File: src/rtl/rcore_pkg.sv
package rcore_pkg;
  localparam int XW = 32;

  localparam logic [5:0] OP_RR    = 6'h00;
  localparam logic [5:0] OP_JMP   = 6'h02;
  localparam logic [5:0] OP_CALL  = 6'h03;
  localparam logic [5:0] OP_BZ    = 6'h04;
  localparam logic [5:0] OP_BNZ   = 6'h05;
  localparam logic [5:0] OP_ADDI  = 6'h08;
  localparam logic [5:0] OP_ORI   = 6'h0D;
  localparam logic [5:0] OP_UPPER = 6'h0F;
  localparam logic [5:0] OP_STOP  = 6'h11;
  localparam logic [5:0] OP_JREG  = 6'h12;
  localparam logic [5:0] OP_CALLR = 6'h13;
  localparam logic [5:0] OP_LOAD  = 6'h23;
  localparam logic [5:0] OP_STORE = 6'h2B;

  localparam logic [10:0] F_ADD = 11'h020;
  localparam logic [10:0] F_SUB = 11'h022;
  localparam logic [10:0] F_AND = 11'h024;
  localparam logic [10:0] F_OR  = 11'h025;
  localparam logic [10:0] F_XOR = 11'h026;
  localparam logic [10:0] F_CEQ = 11'h028;
  localparam logic [10:0] F_CNE = 11'h029;
  localparam logic [10:0] F_CLT = 11'h02A;
  localparam logic [10:0] F_CGT = 11'h02B;
  localparam logic [10:0] F_CLE = 11'h02C;
  localparam logic [10:0] F_CGE = 11'h02D;

  localparam logic [4:0] LINK_REG = 5'd31;

  typedef enum logic [3:0] {
    K_ALU, K_ADDI, K_ORI, K_UPPER, K_LOAD, K_STORE, K_BZ, K_BNZ,
    K_JMP, K_CALL, K_JREG, K_CALLR, K_STOP, K_BAD
  } kind_e;

  typedef enum logic [1:0] {S_FETCH, S_EXEC, S_HALT} state_e;

  function automatic logic [XW-1:0] sx16(input logic [15:0] v);
    return {{(XW-16){v[15]}}, v};
  endfunction

  function automatic logic [XW-1:0] sx26(input logic [25:0] v);
    return {{(XW-26){v[25]}}, v};
  endfunction

  function automatic logic fn_known(input logic [10:0] f);
    case (f)
      F_ADD, F_SUB, F_AND, F_OR, F_XOR,
      F_CEQ, F_CNE, F_CLT, F_CGT, F_CLE, F_CGE: return 1'b1;
      default: return 1'b0;
    endcase
  endfunction

  function automatic logic [XW-1:0] alu_calc(input logic [10:0] f,
                                             input logic [XW-1:0] a,
                                             input logic [XW-1:0] b);
    logic signed [XW-1:0] sa, sb;
    sa = $signed(a);
    sb = $signed(b);
    case (f)
      F_ADD:   return a + b;
      F_SUB:   return a - b;
      F_AND:   return a & b;
      F_OR:    return a | b;
      F_XOR:   return a ^ b;
      F_CEQ:   return {{(XW-1){1'b0}}, a == b};
      F_CNE:   return {{(XW-1){1'b0}}, a != b};
      F_CLT:   return {{(XW-1){1'b0}}, sa < sb};
      F_CGT:   return {{(XW-1){1'b0}}, sa > sb};
      F_CLE:   return {{(XW-1){1'b0}}, sa <= sb};
      F_CGE:   return {{(XW-1){1'b0}}, sa >= sb};
      default: return '0;
    endcase
  endfunction
endpackage

File: src/rtl/rcore_decode.sv
module rcore_decode
  import rcore_pkg::*;
(
  input  logic [31:0] ir,
  output kind_e       kind,
  output logic [4:0]  waddr,
  output logic        wb
);
  always_comb begin
    kind  = K_BAD;
    waddr = ir[20:16];
    wb    = 1'b0;
    case (ir[31:26])
      OP_RR: begin
        kind  = fn_known(ir[10:0]) ? K_ALU : K_BAD;
        waddr = ir[15:11];
        wb    = 1'b1;
      end
      OP_ADDI:  begin kind = K_ADDI;  wb = 1'b1; end
      OP_ORI:   begin kind = K_ORI;   wb = 1'b1; end
      OP_UPPER: begin kind = K_UPPER; wb = 1'b1; end
      OP_LOAD:  begin kind = K_LOAD;  wb = 1'b1; end
      OP_STORE: kind = K_STORE;
      OP_BZ:    kind = K_BZ;
      OP_BNZ:   kind = K_BNZ;
      OP_JMP:   kind = K_JMP;
      OP_JREG:  kind = K_JREG;
      OP_STOP:  kind = K_STOP;
      OP_CALL:  begin kind = K_CALL;  waddr = LINK_REG; wb = 1'b1; end
      OP_CALLR: begin kind = K_CALLR; waddr = LINK_REG; wb = 1'b1; end
      default:  kind = K_BAD;
    endcase
  end
endmodule

File: src/rtl/rcore_regfile.sv
module rcore_regfile #(
  parameter int NREG = 32,
  parameter int W    = 32,
  localparam int AW  = $clog2(NREG)
) (
  input  logic          clk,
  input  logic [AW-1:0] ra,
  input  logic [AW-1:0] rb,
  output logic [W-1:0]  rdata_a,
  output logic [W-1:0]  rdata_b,
  input  logic          we,
  input  logic [AW-1:0] wa,
  input  logic [W-1:0]  wdata
);
  logic [W-1:0] regs [NREG];

  assign regs[0] = '0;

  for (genvar i = 1; i < NREG; i++) begin : g_reg
    always_ff @(posedge clk) begin
      if (we && wa == AW'(i)) regs[i] <= wdata;
    end
  end

  assign rdata_a = regs[ra];
  assign rdata_b = regs[rb];
endmodule

File: src/rtl/rcore_exec.sv
module rcore_exec
  import rcore_pkg::*;
(
  input  kind_e        kind,
  input  logic [31:0]  ir,
  input  logic [31:0]  pc,
  input  logic [31:0]  a,
  input  logic [31:0]  b,
  input  logic [31:0]  ld_data,
  output logic [31:0]  wb_data,
  output logic [31:0]  ea,
  output logic [31:0]  npc,
  output logic         misalign
);
  logic [31:0] pc4;
  logic [15:0] imm;

  assign imm      = ir[15:0];
  assign pc4      = pc + 32'd4;
  assign ea       = a + sx16(imm);
  assign misalign = (kind == K_LOAD || kind == K_STORE) && (ea[1:0] != 2'b00);

  always_comb begin
    npc     = pc4;
    wb_data = '0;
    case (kind)
      K_ALU:   wb_data = alu_calc(ir[10:0], a, b);
      K_ADDI:  wb_data = a + sx16(imm);
      K_ORI:   wb_data = a | {16'h0000, imm};
      K_UPPER: wb_data = {imm, 16'h0000};
      K_LOAD:  wb_data = ld_data;
      K_BZ:    if (a == '0) npc = pc4 + sx16(imm);
      K_BNZ:   if (a != '0) npc = pc4 + sx16(imm);
      K_JMP:   npc = pc4 + sx26(ir[25:0]);
      K_CALL:  begin npc = pc4 + sx26(ir[25:0]); wb_data = pc4; end
      K_JREG:  npc = a;
      K_CALLR: begin npc = a; wb_data = pc4; end
      default: ;
    endcase
  end
endmodule

File: src/rtl/rcore.sv
module rcore
  import rcore_pkg::*;
#(
  parameter logic [31:0] RESET_PC = 32'h0
) (
  input  logic        clk,
  input  logic        rst_n,
  output logic [31:0] imem_addr,
  input  logic [31:0] imem_rdata,
  output logic [31:0] dmem_addr,
  output logic [31:0] dmem_wdata,
  output logic        dmem_we,
  output logic        dmem_re,
  input  logic [31:0] dmem_rdata,
  output logic        halt
);
  state_e      state;
  logic [31:0] pc, ir;
  kind_e       kind;
  logic [4:0]  dec_waddr;
  logic        dec_wb;
  logic [31:0] rf_rdata_a, rf_rdata_b, wb_data, ea, npc;
  logic        misalign;

  // named events for the checker
  logic        in_fetch, ex_fire, ex_fault, rf_we;
  logic [4:0]  rf_ra, rf_waddr;

  assign in_fetch = (state == S_FETCH);
  assign ex_fire  = (state == S_EXEC);
  assign ex_fault = ex_fire && (kind == K_BAD || kind == K_STOP || misalign);
  assign rf_ra    = ir[25:21];
  assign rf_waddr = dec_waddr;
  assign rf_we    = ex_fire && dec_wb && !ex_fault;

  rcore_decode u_dec (
    .ir(ir), .kind(kind), .waddr(dec_waddr), .wb(dec_wb)
  );

  rcore_regfile #(.NREG(32), .W(32)) u_rf (
    .clk(clk), .ra(rf_ra), .rb(ir[20:16]),
    .rdata_a(rf_rdata_a), .rdata_b(rf_rdata_b),
    .we(rf_we), .wa(rf_waddr), .wdata(wb_data)
  );

  rcore_exec u_ex (
    .kind(kind), .ir(ir), .pc(pc), .a(rf_rdata_a), .b(rf_rdata_b),
    .ld_data(dmem_rdata), .wb_data(wb_data), .ea(ea), .npc(npc),
    .misalign(misalign)
  );

  always_ff @(posedge clk or negedge rst_n) begin
    if (!rst_n) begin
      state <= S_FETCH;
      pc    <= RESET_PC;
      ir    <= '0;
    end else begin
      case (state)
        S_FETCH: begin
          ir    <= imem_rdata;
          state <= S_EXEC;
        end
        S_EXEC: begin
          if (ex_fault) begin
            state <= S_HALT;
          end else begin
            pc    <= npc;
            state <= S_FETCH;
          end
        end
        default: state <= S_HALT;
      endcase
    end
  end

  assign imem_addr  = pc;
  assign halt       = (state == S_HALT);
  assign dmem_addr  = ea;
  assign dmem_wdata = rf_rdata_b;
  assign dmem_we    = ex_fire && kind == K_STORE && !misalign;
  assign dmem_re    = ex_fire && kind == K_LOAD && !misalign;
endmodule

File: config.mk
export PLATFORM = sky130hd
export DESIGN_NAME = rcore
export DESIGN_NICKNAME = d
export VERILOG_FILES = /design/src/rtl/rcore_pkg.sv /design/src/rtl/rcore_decode.sv /design/src/rtl/rcore_regfile.sv /design/src/rtl/rcore_exec.sv /design/src/rtl/rcore.sv
export SDC_FILE = /design/constraint.sdc
export NUM_CORES = 2
export LEC_CHECK = 0
export BUFFER_PORTS_ARGS = -buffer_cell sky130_fd_sc_hd__buf_4
export CORE_ASPECT_RATIO = 1.75
export CORE_MARGIN = 1
export CORE_UTILIZATION = 35
export DETAILED_ROUTE_END_ITERATION = 8
export PLACE_DENSITY = 0.59
export SLEW_MARGIN = 20
export SYNTH_ARGS = -nofsm -noshare
export SYNTH_HDL_FRONTEND = slang
export SYNTH_HIERARCHICAL = 1
export SYNTH_SLANG_ARGS = --single-unit
File: constraint.sdc
create_clock -name clk -period 7.6 [get_ports clk]
set_input_delay 0.76 -clock clk [delete_from_list [all_inputs] [get_ports clk]]
set_output_delay 0.76 -clock clk [all_outputs]
set_load 0.02 [all_outputs]
==> results.py <==
metrics = {
    "status": {
        "result_of_the_run": "completed",
    },
    "drt": {
        "avgViaCountPerCell": 6.368,
        "drt-wirelength-per-cell_um": 33.31,
        "drt_first_iter_violations": 4758,
        "vias": 44200,
        "detailed_router_iteration_count_before_antenna_repair": 6,
        "remaining_drc_errors": 0,
        "postRouteWirelength_mm": 231.1,
        "number_of_antenna_violating_nets_in_the_routed_design": 0,
    },
    "die": {
        "core-area_um2": 171800,
        "io-pin-count": 165,
        "die_y_um": 553.0,
        "dieWidth_um": 316.9,
        "row_count": 201,
        "fp.dieArea_um2": 175200,
        "initial_utilization_pct": 35.36,
    },
    "sta": {
        "finalCritPeriodShare_pct": 97.86,
        "setup-violations-final": 0,
        "final.min_clock_period_ns": 7.438,
        "setup-tns-final_ns": 0,
        "max_freq_ghz": 0.1345,
        "worst_slew_pin_slew_ns": 1.104,
        "hold_viol_final": 0,
        "grt_setup_unrepaired": "no",
        "max_clock_skew_ns": 0.04164,
        "maxSlewHeadroom_pct": 26.11,
        "maxSlewViolCount": 0,
    },
    "worst_hold_path": {
        "worstHoldStart": "imem_rdata[29]",
        "holdCritPathClass": "input port to register",
        "hold_path_depth": 2,
        "timing.hold.worst_endpoint": "ir[29]",
    },
    "finish": {
        "final_net_count": 4867,
        "drive_above_1_share_pct": 25.98,
        "area_growth_pct": 13.79,
    },
    "placed_design": {
        "gp_routability_congestion": 1.083,
        "io_buffers": 164,
        "post_detail_place_hpwl_mm": 158.9,
    },
    "setup_path": {
        "worstRegToRegCells": 19,
        "max_stage_delay_ns": 0.77,
        "most_used_cell_cp": "sky130_fd_sc_hd__buf_4",
        "critical_path.max_fanout": 23,
        "worstSetupEndpointType": "output pin",
        "timing.reg2reg.setup_slack_ns": 0.45,
        "critPathLaunch": "ir[21]",
        "worstReg2RegStart": "ir[16]",
        "cp.arrival_ns": 6.68,
        "timing.critical_path.cells": "buf_4 > mux4_2 > a22o_1 > o21ai_1 > o31ai_2 > buf_4 > fa_1 > a211o_1 > o211ai_1 > a211o_1 > a21oi_1 > a22oi_1 > buf_4 > o31ai_1 > o21ai_0 > nand2b_1 > xnor2_1 > inv_1 > buf_4",
        "critPathSlowestCell": "sky130_fd_sc_hd__dfrtp_4",
        "setup.worst_path.start_class": "register",
        "timing.rr.end": "u_rf/regs[411]",
        "timing.setup.critical_path_class": "register to output pin",
        "timing.critical_path.required_ns": 6.84,
    },
    "synthesis": {
        "synth_cell_types": 101,
        "post_synth_instance_area_um2": 60730,
        "synth_nets": 4660,
        "postSynthRegisterBits": 1058,
        "dominantRegCellSynth": "sky130_fd_sc_hd__edfxtp_1",
        "number_of_enable_flip_flop_cells_after_synthesis": 992,
        "synthesis.instances": 4400,
        "synthesis.yosys.warnings": 6,
        "synth.avg_cell_area_um2": 13.80,
        "proportion_of_register_bits_with_asynchronous_set_or_reset_after_synthesis_pct": 6.238,
        "yosysSeqAreaShare_pct": 51.77,
    },
    "global_routing": {
        "first_global_vias": 44630,
        "grt-ovfl-total": 0,
        "all_layer_global_routing_usage_pct": 26.16,
        "antenna_violations_before_repair": 30,
        "maximum_number_of_pins_on_one_net_before_global_route_repair": 104,
        "grt_first_pass_wirelength_mm": 326.8,
    },
    "clocking": {
        "clk_transition_reported_paths_ns": 0.08,
        "cell_at_the_root_of_the_clock_tree": "sky130_fd_sc_hd__clkbuf_16",
        "number_of_buffers_on_the_longest_clock_path": 3,
        "clock_sink_count": 1058,
        "cts-buffers-inserted": 93,
        "clkLatencyLatePin_ns": 0.72,
        "cts.htree.levels": 3,
        "tritoncts": "done",
    },
    "run": {
        "cap_violations": 0,
    },
}
## state kept, by name (all words and copies together), names as in the netlist
register   flops
ir            32
imem_addr     32
u_rf/regs    992
state          2
## cell families after synthesis
| group | synth area share [%] |
|---|---|
| AOI/OAI and AO/OA | 13.45 |
| DFF | 51.77 |
| and+or+nand+nor | 6.101 |
| muxes | 19.68 |
| buffers and inverters | 3.389 |
| adders and majority gates | 4.046 |
| xor gates and xnor gates | 1.558 |
## layout make-up
type	count	area [µm²]
Timing Repair Buffer	425	3475
Inverter	138	518.0
Sequential cell	1058	31470
Clock inverter	60	560.5
Clock buffer	109	2409
Tap cell	2233	2794
Multi-Input combinational cell	2891	27810
Antenna cell	26	65.06
Fill cell	15870	102700
## critical path: cells and delay by family (launching register included)
family / cells / cell delay [ns]
adders and majority gates: 1 / 0.49
DFF: 1 / 0.77
AOI/OAI and AO/OA: 10 / 2.35
muxes: 1 / 0.57
xor gates and xnor gates: 1 / 0.44
and+or+nand+nor: 1 / 0.12
buffers and inverters: 5 / 1.19
## what timing repair did
action / CTS / global route
endpoints found under the hold margin: 8 / 0
resized for setup: 3 / 3
buffers inserted: 0 / 1
hold buffers: 1 / 0
endpoints found under the setup margin: 3 / 54
gates cloned: 0 / 0
## per-stage QoR
stage / hold slack [ns] / instance area, µm² / util, % / std cells / setup slack [ns]
after floorplan: 0.4644 / 60730 / - / 4400 / 1.266
final: 0.2677 / 69110 / 40.23 / 6940 / 0.1625
after CTS: 0.2377 / 68900 / 40.11 / 6910 / 0.03630
after global placement: 0.5518 / 65870 / 38.35 / 6740 / 0.5528
after global routing: 0.2755 / 69060 / 40.20 / 6921 / 0.05936
after detailed placement: 0.5549 / 65900 / 38.37 / 6740 / 0.5326
## per-layer routing
layer	routed length, µm	GRT usage, %	part of all wire, %	vias up
li1	-	-	-	18220
met1	74240	26.81	32	22440
met5	129	0.1964	0.056	-
met3	18650	6.310	8.1	899
met4	20890	20.49	9.0	18
met2	117200	45.14	51	2621
## worst max path at each step
stage / depth (start not counted) / slack [ns] / endpoint
4_1_cts: 19 / 0.04 / dmem_addr[31]
2_1_floorplan: 18 / 1.27 / u_rf/regs[124]
5_1_grt: 18 / 0.06 / dmem_addr[29]
6_report: 19 / 0.16 / dmem_addr[26]
3_3_place_gp: 17 / 0.55 / u_rf/regs[510]
3_5_place_dp: 17 / 0.53 / dmem_addr[29]
## cell usage after synthesis (29+ instances only)
| cell type | count | area share, % |
|---|---|---|
| sky130_fd_sc_hd__nor3_1 | 31 | 0.26 |
| sky130_fd_sc_hd__mux2_2 | 102 | 1.9 |
| sky130_fd_sc_hd__a21o_1 | 52 | 0.64 |
| sky130_fd_sc_hd__a211oi_1 | 83 | 1.0 |
| sky130_fd_sc_hd__mux4_2 | 384 | 14 |
| sky130_fd_sc_hd__and2_1 | 47 | 0.48 |
| sky130_fd_sc_hd__mux2_4 | 29 | 0.72 |
| sky130_fd_sc_hd__nand3_1 | 50 | 0.41 |
| sky130_fd_sc_hd__inv_1 | 136 | 0.84 |
| sky130_fd_sc_hd__clkbuf_1 | 185 | 1.1 |
| sky130_fd_sc_hd__xor2_1 | 34 | 0.49 |
| sky130_fd_sc_hd__o21ai_0 | 158 | 1.3 |
| sky130_fd_sc_hd__o21ai_1 | 69 | 0.57 |
| sky130_fd_sc_hd__o31ai_1 | 79 | 0.98 |
| sky130_fd_sc_hd__mux2i_1 | 172 | 2.8 |
| sky130_fd_sc_hd__a22o_1 | 197 | 2.8 |
| sky130_fd_sc_hd__nand2b_1 | 31 | 0.32 |
| sky130_fd_sc_hd__a21oi_1 | 167 | 1.4 |
| sky130_fd_sc_hd__buf_2 | 58 | 0.48 |
| sky130_fd_sc_hd__nor2_1 | 199 | 1.2 |
| sky130_fd_sc_hd__xnor2_1 | 74 | 1.1 |
| sky130_fd_sc_hd__dfrtp_1 | 66 | 2.7 |
| sky130_fd_sc_hd__and3_1 | 57 | 0.59 |
| sky130_fd_sc_hd__ha_1 | 190 | 3.9 |
| sky130_fd_sc_hd__edfxtp_1 | 992 | 49 |
| sky130_fd_sc_hd__nand2_1 | 198 | 1.2 |
| sky130_fd_sc_hd__o22ai_1 | 68 | 0.70 |
| sky130_fd_sc_hd__a221oi_1 | 32 | 0.46 |
| sky130_fd_sc_hd__nor2b_1 | 37 | 0.38 |
## cell usage in the layout, fill, tap and decap left out, types with 29 or more instances in the layout
cell type | Yosys | final
sky130_fd_sc_hd__a211oi_1 | 83 | 83
sky130_fd_sc_hd__a21o_1 | 52 | 52
sky130_fd_sc_hd__a21oi_1 | 167 | 166
sky130_fd_sc_hd__a221oi_1 | 32 | 32
sky130_fd_sc_hd__a22o_1 | 197 | 197
sky130_fd_sc_hd__and2_1 | 47 | 45
sky130_fd_sc_hd__and3_1 | 57 | 57
sky130_fd_sc_hd__buf_4 | 26 | 401
sky130_fd_sc_hd__clkbuf_16 | 0 | 94
sky130_fd_sc_hd__dfrtp_1 | 66 | 56
sky130_fd_sc_hd__edfxtp_1 | 992 | 992
sky130_fd_sc_hd__ha_1 | 190 | 190
sky130_fd_sc_hd__inv_1 | 136 | 136
sky130_fd_sc_hd__mux2_2 | 102 | 102
sky130_fd_sc_hd__mux2_4 | 29 | 29
sky130_fd_sc_hd__mux2i_1 | 172 | 172
sky130_fd_sc_hd__mux4_2 | 384 | 384
sky130_fd_sc_hd__nand2_1 | 198 | 198
sky130_fd_sc_hd__nand2b_1 | 31 | 29
sky130_fd_sc_hd__nand3_1 | 50 | 50
sky130_fd_sc_hd__nor2_1 | 199 | 160
sky130_fd_sc_hd__nor2_4 | 0 | 34
sky130_fd_sc_hd__nor2b_1 | 37 | 31
sky130_fd_sc_hd__nor3_1 | 31 | 30
sky130_fd_sc_hd__o21ai_0 | 158 | 142
sky130_fd_sc_hd__o21ai_1 | 69 | 68
sky130_fd_sc_hd__o22ai_1 | 68 | 68
sky130_fd_sc_hd__o31ai_1 | 79 | 71
sky130_fd_sc_hd__xnor2_1 | 74 | 74
sky130_fd_sc_hd__xor2_1 | 34 | 34
Power is left out: the tool's default activity adds up to more than one toggle a clock period on the data nets, which glitch-free logic cannot reach.
